File: src/rtl/spi_cmd_pkg.sv
package spi_cmd_pkg;

  // Transfer phase within one chip-select window
  typedef enum logic [2:0] {
    PH_CMD  = 3'd0,  // receiving command byte
    PH_GET  = 3'd1,  // streaming stored word out
    PH_PUT  = 3'd2,  // collecting a new word
    PH_SKIP = 3'd3,  // unknown command, stay quiet
    PH_DONE = 3'd4   // frame complete, further bits ignored
  } phase_t;

endpackage

File: src/rtl/spi_bit_counter.sv
module spi_bit_counter #(
  parameter int CMD_W  = 8,
  parameter int DATA_W = 16,
  localparam int TOTAL = CMD_W + DATA_W,
  localparam int CNT_W = $clog2(TOTAL + 1)
) (
  input  logic             sclk,
  input  logic             rst,
  input  logic             cs_n,
  output logic [CNT_W-1:0] cnt,
  output logic             cmd_last,
  output logic             data_last
);

  localparam logic [CNT_W-1:0] CNT_MAX  = CNT_W'(TOTAL);
  localparam logic [CNT_W-1:0] CMD_END  = CNT_W'(CMD_W - 1);
  localparam logic [CNT_W-1:0] DATA_END = CNT_W'(TOTAL - 1);

  // Counts sampled bits since chip select fell; saturates at the frame length
  always_ff @(negedge sclk or posedge cs_n) begin
    if (cs_n) begin
      cnt <= '0;
    end else if (rst) begin
      cnt <= '0;
    end else if (cnt != CNT_MAX) begin
      cnt <= cnt + 1'b1;
    end
  end

  assign cmd_last  = (cnt == CMD_END);
  assign data_last = (cnt == DATA_END);

  // every sampled bit advances the count until the frame is full
  a_r2_count_step: assert property (@(negedge sclk) disable iff (rst || cs_n)
    (cnt != CNT_MAX) |=> (cnt == $past(cnt) + 1'b1));

endmodule

File: src/rtl/spi_cmd_decoder.sv
module spi_cmd_decoder
  import spi_cmd_pkg::*;
#(
  parameter int                CMD_W    = 8,
  parameter logic [CMD_W-1:0]  GET_CODE = CMD_W'('h50),
  parameter logic [CMD_W-1:0]  PUT_CODE = CMD_W'('h46)
) (
  input  logic   sclk,
  input  logic   rst,
  input  logic   cs_n,
  input  logic   sdi,
  input  logic   cmd_last,
  input  logic   data_last,
  output phase_t phase,
  output logic   get_start
);

  logic [CMD_W-2:0] cmd_sr;
  logic [CMD_W-1:0] code_now;
  phase_t           decoded;

  // Command byte as it stands once the current bit is included
  assign code_now = {cmd_sr, sdi};

  always_comb begin
    if (code_now == GET_CODE)      decoded = PH_GET;
    else if (code_now == PUT_CODE) decoded = PH_PUT;
    else                           decoded = PH_SKIP;
  end

  assign get_start = (phase == PH_CMD) && cmd_last && (decoded == PH_GET);

  always_ff @(negedge sclk or posedge cs_n) begin
    if (cs_n) begin
      phase  <= PH_CMD;
      cmd_sr <= '0;
    end else if (rst) begin
      phase  <= PH_CMD;
      cmd_sr <= '0;
    end else begin
      case (phase)
        PH_CMD: begin
          cmd_sr <= code_now[CMD_W-2:0];
          if (cmd_last) phase <= decoded;
        end
        PH_GET, PH_PUT: begin
          if (data_last) phase <= PH_DONE;
        end
        default: ;
      endcase
    end
  end

  // an unknown command holds the quiet phase until chip select rises
  a_r8_skip_sticky: assert property (@(negedge sclk) disable iff (rst || cs_n)
    (phase == PH_SKIP) |=> (phase == PH_SKIP));

  // a finished frame never re-enters an active phase
  a_r10_done_sticky: assert property (@(negedge sclk) disable iff (rst || cs_n)
    (phase == PH_DONE) |=> (phase == PH_DONE));

endmodule

File: src/rtl/spi_word_store.sv
module spi_word_store #(
  parameter int                DATA_W      = 16,
  parameter logic [DATA_W-1:0] RESET_VALUE = DATA_W'('hABCD)
) (
  input  logic              sclk,
  input  logic              rst,
  input  logic              load_en,
  input  logic              load_last,
  input  logic              sdi,
  output logic [DATA_W-1:0] q
);

  logic [DATA_W-2:0] in_sr;

  // Incoming bits collect here; the stored word changes only on the last one
  always_ff @(negedge sclk) begin
    if (rst) begin
      in_sr <= '0;
    end else if (load_en) begin
      in_sr <= {in_sr[DATA_W-3:0], sdi};
    end
  end

  always_ff @(negedge sclk) begin
    if (rst) begin
      q <= RESET_VALUE;
    end else if (load_en && load_last) begin
      q <= {in_sr, sdi};
    end
  end

endmodule

File: src/rtl/spi_tx_shifter.sv
module spi_tx_shifter #(
  parameter int DATA_W = 16
) (
  input  logic              sclk,
  input  logic              rst,
  input  logic              cs_n,
  input  logic              start,
  input  logic              active,
  input  logic [DATA_W-1:0] word,
  output logic              sdo
);

  logic [DATA_W-2:0] tx_sr;

  // Ones are shifted in behind the data so the line rests high afterwards
  always_ff @(negedge sclk or posedge cs_n) begin
    if (cs_n) begin
      sdo   <= 1'b1;
      tx_sr <= '1;
    end else if (rst) begin
      sdo   <= 1'b1;
      tx_sr <= '1;
    end else if (start) begin
      sdo   <= word[DATA_W-1];
      tx_sr <= word[DATA_W-2:0];
    end else if (active) begin
      sdo   <= tx_sr[DATA_W-2];
      tx_sr <= {tx_sr[DATA_W-3:0], 1'b1};
    end else begin
      sdo   <= 1'b1;
    end
  end

endmodule

File: src/rtl/spi_cmd_register.sv
module spi_cmd_register
  import spi_cmd_pkg::*;
#(
  parameter int                CMD_W       = 8,
  parameter int                DATA_W      = 16,
  parameter logic [CMD_W-1:0]  GET_CODE    = CMD_W'('h50),
  parameter logic [CMD_W-1:0]  PUT_CODE    = CMD_W'('h46),
  parameter logic [DATA_W-1:0] RESET_VALUE = DATA_W'('hABCD)
) (
  input  logic sclk,
  input  logic rst,
  input  logic cs_n,
  input  logic sdi,
  output logic sdo
);

  localparam int CNT_W = $clog2(CMD_W + DATA_W + 1);

  logic [CNT_W-1:0]  cnt;
  logic              cmd_last;
  logic              data_last;
  phase_t            phase;
  logic              get_start;
  logic [DATA_W-1:0] store_q;

  spi_bit_counter #(
    .CMD_W (CMD_W),
    .DATA_W(DATA_W)
  ) u_count (
    .sclk     (sclk),
    .rst      (rst),
    .cs_n     (cs_n),
    .cnt      (cnt),
    .cmd_last (cmd_last),
    .data_last(data_last)
  );

  spi_cmd_decoder #(
    .CMD_W   (CMD_W),
    .GET_CODE(GET_CODE),
    .PUT_CODE(PUT_CODE)
  ) u_decode (
    .sclk     (sclk),
    .rst      (rst),
    .cs_n     (cs_n),
    .sdi      (sdi),
    .cmd_last (cmd_last),
    .data_last(data_last),
    .phase    (phase),
    .get_start(get_start)
  );

  spi_word_store #(
    .DATA_W     (DATA_W),
    .RESET_VALUE(RESET_VALUE)
  ) u_store (
    .sclk     (sclk),
    .rst      (rst),
    .load_en  (phase == PH_PUT),
    .load_last(data_last),
    .sdi      (sdi),
    .q        (store_q)
  );

  spi_tx_shifter #(
    .DATA_W(DATA_W)
  ) u_tx (
    .sclk  (sclk),
    .rst   (rst),
    .cs_n  (cs_n),
    .start (get_start),
    .active(phase == PH_GET),
    .word  (store_q),
    .sdo   (sdo)
  );

  // the first read-back bit is the stored MSB, with no idle bit
  a_r3_msb_on_start: assert property (@(negedge sclk) disable iff (rst || cs_n)
    get_start |=> (sdo == $past(store_q[DATA_W-1])));

  // outside read-back the output line rests high
  a_r5_sdo_idle: assert property (@(negedge sclk) disable iff (rst || cs_n)
    ((phase != PH_GET) && !get_start) |=> sdo);

  // the stored word moves only on the last bit of a load
  a_r9_store_hold: assert property (@(negedge sclk) disable iff (rst || cs_n)
    !((phase == PH_PUT) && data_last) |=> $stable(store_q));

  // the frame counter is idle whenever chip select is high
  a_r2_count_clear: assert property (@(posedge sclk) disable iff (rst)
    cs_n |-> (cnt == '0));

endmodule

File: config.mk
export PLATFORM = sky130hd
export DESIGN_NAME = spi_cmd_register
export DESIGN_NICKNAME = d
export VERILOG_FILES = /design/src/rtl/spi_cmd_pkg.sv /design/src/rtl/spi_bit_counter.sv /design/src/rtl/spi_cmd_decoder.sv /design/src/rtl/spi_word_store.sv /design/src/rtl/spi_tx_shifter.sv /design/src/rtl/spi_cmd_register.sv
export SDC_FILE = /design/constraint.sdc
export NUM_CORES = 1
export LEC_CHECK = 0
export BUFFER_PORTS_ARGS = -buffer_cell sky130_fd_sc_hd__buf_2
export CAP_MARGIN = 20
export CORE_MARGIN = 2
export CORE_UTILIZATION = 50
export CTS_CLUSTER_DIAMETER = 80
export DETAILED_ROUTE_END_ITERATION = 7
export GPL_TIMING_DRIVEN = 0
export PLACE_DENSITY = 0.69
export SYNTH_ARGS = -nofsm -noshare
export SYNTH_HDL_FRONTEND = slang
export SYNTH_SLANG_ARGS = --single-unit
export TNS_END_PERCENT = 50
File: constraint.sdc
create_clock -name sclk -period 3.3 [get_ports sclk]
set_clock_uncertainty 0.15 [all_clocks]
set_input_delay 0.66 -clock sclk [delete_from_list [all_inputs] [get_ports sclk]]
set_output_delay 0.66 -clock sclk [all_outputs]
set_load 0.1 [all_outputs]
==> run_results.csv <==
group,metric,value,unit
cells_and_area,regArea,1416,um^2
detailed_routing,drt_first_pass_iters,4,
detailed_routing,wire_per_inst,13.46,um
placement,post-dp-hpwl,3.817,mm
die,die_y,79.09,um
run_status,outcome,"complete, but fails checks",
die,num_io_pins,5,
sta,fin_ws,-0.2471,ns
cells_and_area,area_delta_synth_final,24.10,%
sta,relSlewSlack,57.36,%
die,fp-row-count,27,
grt,overflow,0,
setup_path,worst_path_max_delay_cell,"dfstp_2",
grt,grt_pass1_wl,10.49,mm
run_status,failed_checks,"setup timing",
setup_path,crit_buf_inv,1,
cells_and_area,fin_nets,375,
setup_path,end_kind,"primary output",
placement,dpl-instance-area,2957,um^2
setup_path,required,2.49,ns
clocking,insertion_delay,0.38,ns
detailed_routing,viasPerCell,5.103,
clocking,clkTransAtPathRegs,0.04,ns
cells_and_area,drive_above_1_share,23.53,%
sta,setup-violations-final,1,
power_and_ir_drop,p_seq_share,45.0,%
yosys,synth_edf_count,0,
placement,gp_congestion,0.7324,
setup_path,cp.arrival,2.74,ns
power_and_ir_drop,finalPower,0.001784,W
die,die_area,6254,um^2
yosys,syn_avg_cell_area,9.428,um^2
sta,hold_viol_final,0,
power_and_ir_drop,internal-power,0.001256,W
job,max_cap_violations,0,
detailed_routing,wirelength,6.005,mm
yosys,yosysWarnings,0,
detailed_routing,drc,0,
yosys,async_flop_share,50.00,%
power_and_ir_drop,powerDensity,510.0,nW/um^2
setup_path,critical_path_class,"flip-flop to primary output",
placement,place_inst,376,
die,initial_core_util,51.51,%
power_and_ir_drop,swShare,29.58,%
power_and_ir_drop,power_frac_comb,5.1,%
setup_path,crit_chain,"buf_12",
cells_and_area,final_cell_mix,"nand2_1, inv_1, a21oi_1, dfxtp_1, nor2_1",
setup_path,cp-start-kind,"flip-flop",
power_and_ir_drop,p_clk_share,49.9,%
clocking,cts_root_buffer,"clkbuf_8",
power_and_ir_drop,leakagePower,1.546,nW
clocking,holdBufCountCts,0,
sta,hold_slack,0.3054,ns
grt,grt_pass1_vias,2401,
cells_and_area,multi_input_area,1308,um^2
grt,antenna_found_initial,0,
setup_path,critical-path-max-stage-delay,0.54,ns
min_path,hp-class,"flip-flop to flip-flop",
yosys,syn_area,2819,um^2
setup_path,crit_family,"flip-flops",
die,core_area,5473,um^2
setup_path,cp_max_fo,1,
sta,tns,-0.2471,ns
cells_and_area,n_antenna_cell,0,
power_and_ir_drop,switching_power,0.0005277,W
power_and_ir_drop,ir_drop,277.4,uV
clocking,cts_max_level,3,
detailed_routing,ant_nets,0,
yosys,ys_types,39,
clocking,cts_made_buffers,9,
cells_and_area,fillCellCount,461,
clocking,clock-sinks,62,
sta,final_max_slew_viol_count,0,
sta,tightest_slew,0.6390,ns
detailed_routing,via_count,2276,
detailed_routing,first_iter_violations,100,
die,dieWidth,79.09,um
grt,grt_max_degree,18,
grt,grt_usage,21.41,%
yosys,synthCells,299,
cells_and_area,layout_commonest_cell,"nand2_1",
placement,io_buffers,4,
yosys,ys_ff_latch,62,
yosys,ys.flop_type,"dfxtp_1",
cells_and_area,stdcell_area,3498,um^2
clocking,cts_tree,"yes",
cells_and_area,final_cells,446,
clocking,cts_buffer_depth,2,
yosys,synth-seq-area-share,50.24,%
sta,rsz0062_at_grt,"true",
yosys,synthesis.nets,305,
[per-layer routing]
layer  wire length, um  vias to the layer above  global-route usage, %
met1              2736                     1076                  24.78
met4               116                        0                  9.483
met2              3028                       33                  36.10
met3               124                       15                  7.045
li1                  -                     1152                      -
met5                 0                        -                      0
[power groups by stage]
stage / logic [W] / clock network, W / registers, W
3_3_place_gp: 0.0000733 / 0.0000885 / 0.000812
2_1_floorplan: 0.0000583 / 0.0000885 / 0.000808
4_1_cts: 0.0000897 / 0.000919 / 0.000802
3_5_place_dp: 0.0000790 / 0.0000885 / 0.000812
5_1_grt: 0.000101 / 0.00101 / 0.000803
6_report: 0.0000904 / 0.000890 / 0.000803
[timing repair]
action | CTS | global route
cloned | 2 | 0
pin swaps | 3 | 3
resized for setup | 17 | 11
setup buffers | 7 | 0
hold endpoints to repair | 0 | 0
endpoints found under the setup margin | 26 | 30
[Yosys cell counts (2+ instances only)]
cell type   n  share of area, %
nand2_1    80                11
a21oi_1    47               8.3
dfxtp_1    31                22
nor2_1     24               3.2
dfstp_2    16                15
dfrtn_1    15                13
nand3b_1   11               2.9
o2bb2ai_2  10               5.3
buf_2       6               1.1
clkbuf_1    6              0.80
inv_1       5              0.67
buf_4       4               1.1
o2bb2ai_1   4               1.2
nand3_1     3              0.53
nor3_1      3              0.53
xor2_1      3              0.93
a31oi_1     2              0.44
and2_1      2              0.44
buf_6       2              0.80
ha_1        2              0.89
nor2b_1     2              0.44
nor4_1      2              0.44
nor4b_4     2               1.7
xnor2_1     2              0.62
[cells by family after synthesis]
logic type      count (synthesis)  share of synthesized area (%)
flops                          62                          50.24
compound gates                 66                          16.64
mux                             1                         0.3994
simple gates                  139                          25.34
fa+ha+maj                       2                         0.8876
buf+inv                        24                          4.927
xor+xnor                        5                          1.554
[metrics by stage]
step	worst slack [ns]	utilization [%]
global route	-0.2991	63.92
CTS	-0.2576	63.28
floorplan	-0.1108	-
finish	-0.2471	63.92
global placement	-0.4479	53.52
detailed placement	-0.5036	54.02
[worst reg2reg max path, delay by kind of cell (launching register included)]
kind / cells / cell delay, ns
AOI/OAI and AO/OA: 2 / 0.45
and+or+nand+nor: 2 / 0.51
buffers and inverters: 1 / 0.14
adders and majority gates: 1 / 0.27
DFF: 1 / 0.47
[worst paths after layout]
path / from / to / slack [ns] / cells past startpoint
max: u_tx.sdo / sdo / -0.25 / 1
min: u_store.in_sr[13] / u_store.in_sr[14] / 0.31 / 2
max reg2reg: u_count.cnt[0] / u_tx.tx_sr[11] / 1.27 / 6
min reg2reg: u_store.in_sr[13] / u_store.in_sr[14] / 0.31 / 2
max in group asynchronous: cs_n / u_tx.tx_sr[1] / 0.55 / 3
min in group asynchronous: cs_n / u_decode.phase[0] / 2.17 / 3
[sequential cells by signal, summed over array words and instances (netlist names)]
name             flops
u_count.cnt          5
u_tx.tx_sr          15
u_decode.phase       3
u_store.in_sr       15
u_tx.sdo             1
u_decode.cmd_sr      7
u_store.q           16
[layout make-up]
type,count,share of cell area [%]
clock buffers,9,3.541
clock inverters,54,7.189
multi-input cells,213,37.37
flip-flops and latches,62,40.49
plain buffers,19,3.827
well taps,72,2.575
inverters,4,0.4292
repair buffers,13,4.578
Power figures use the tool's default switching activity.
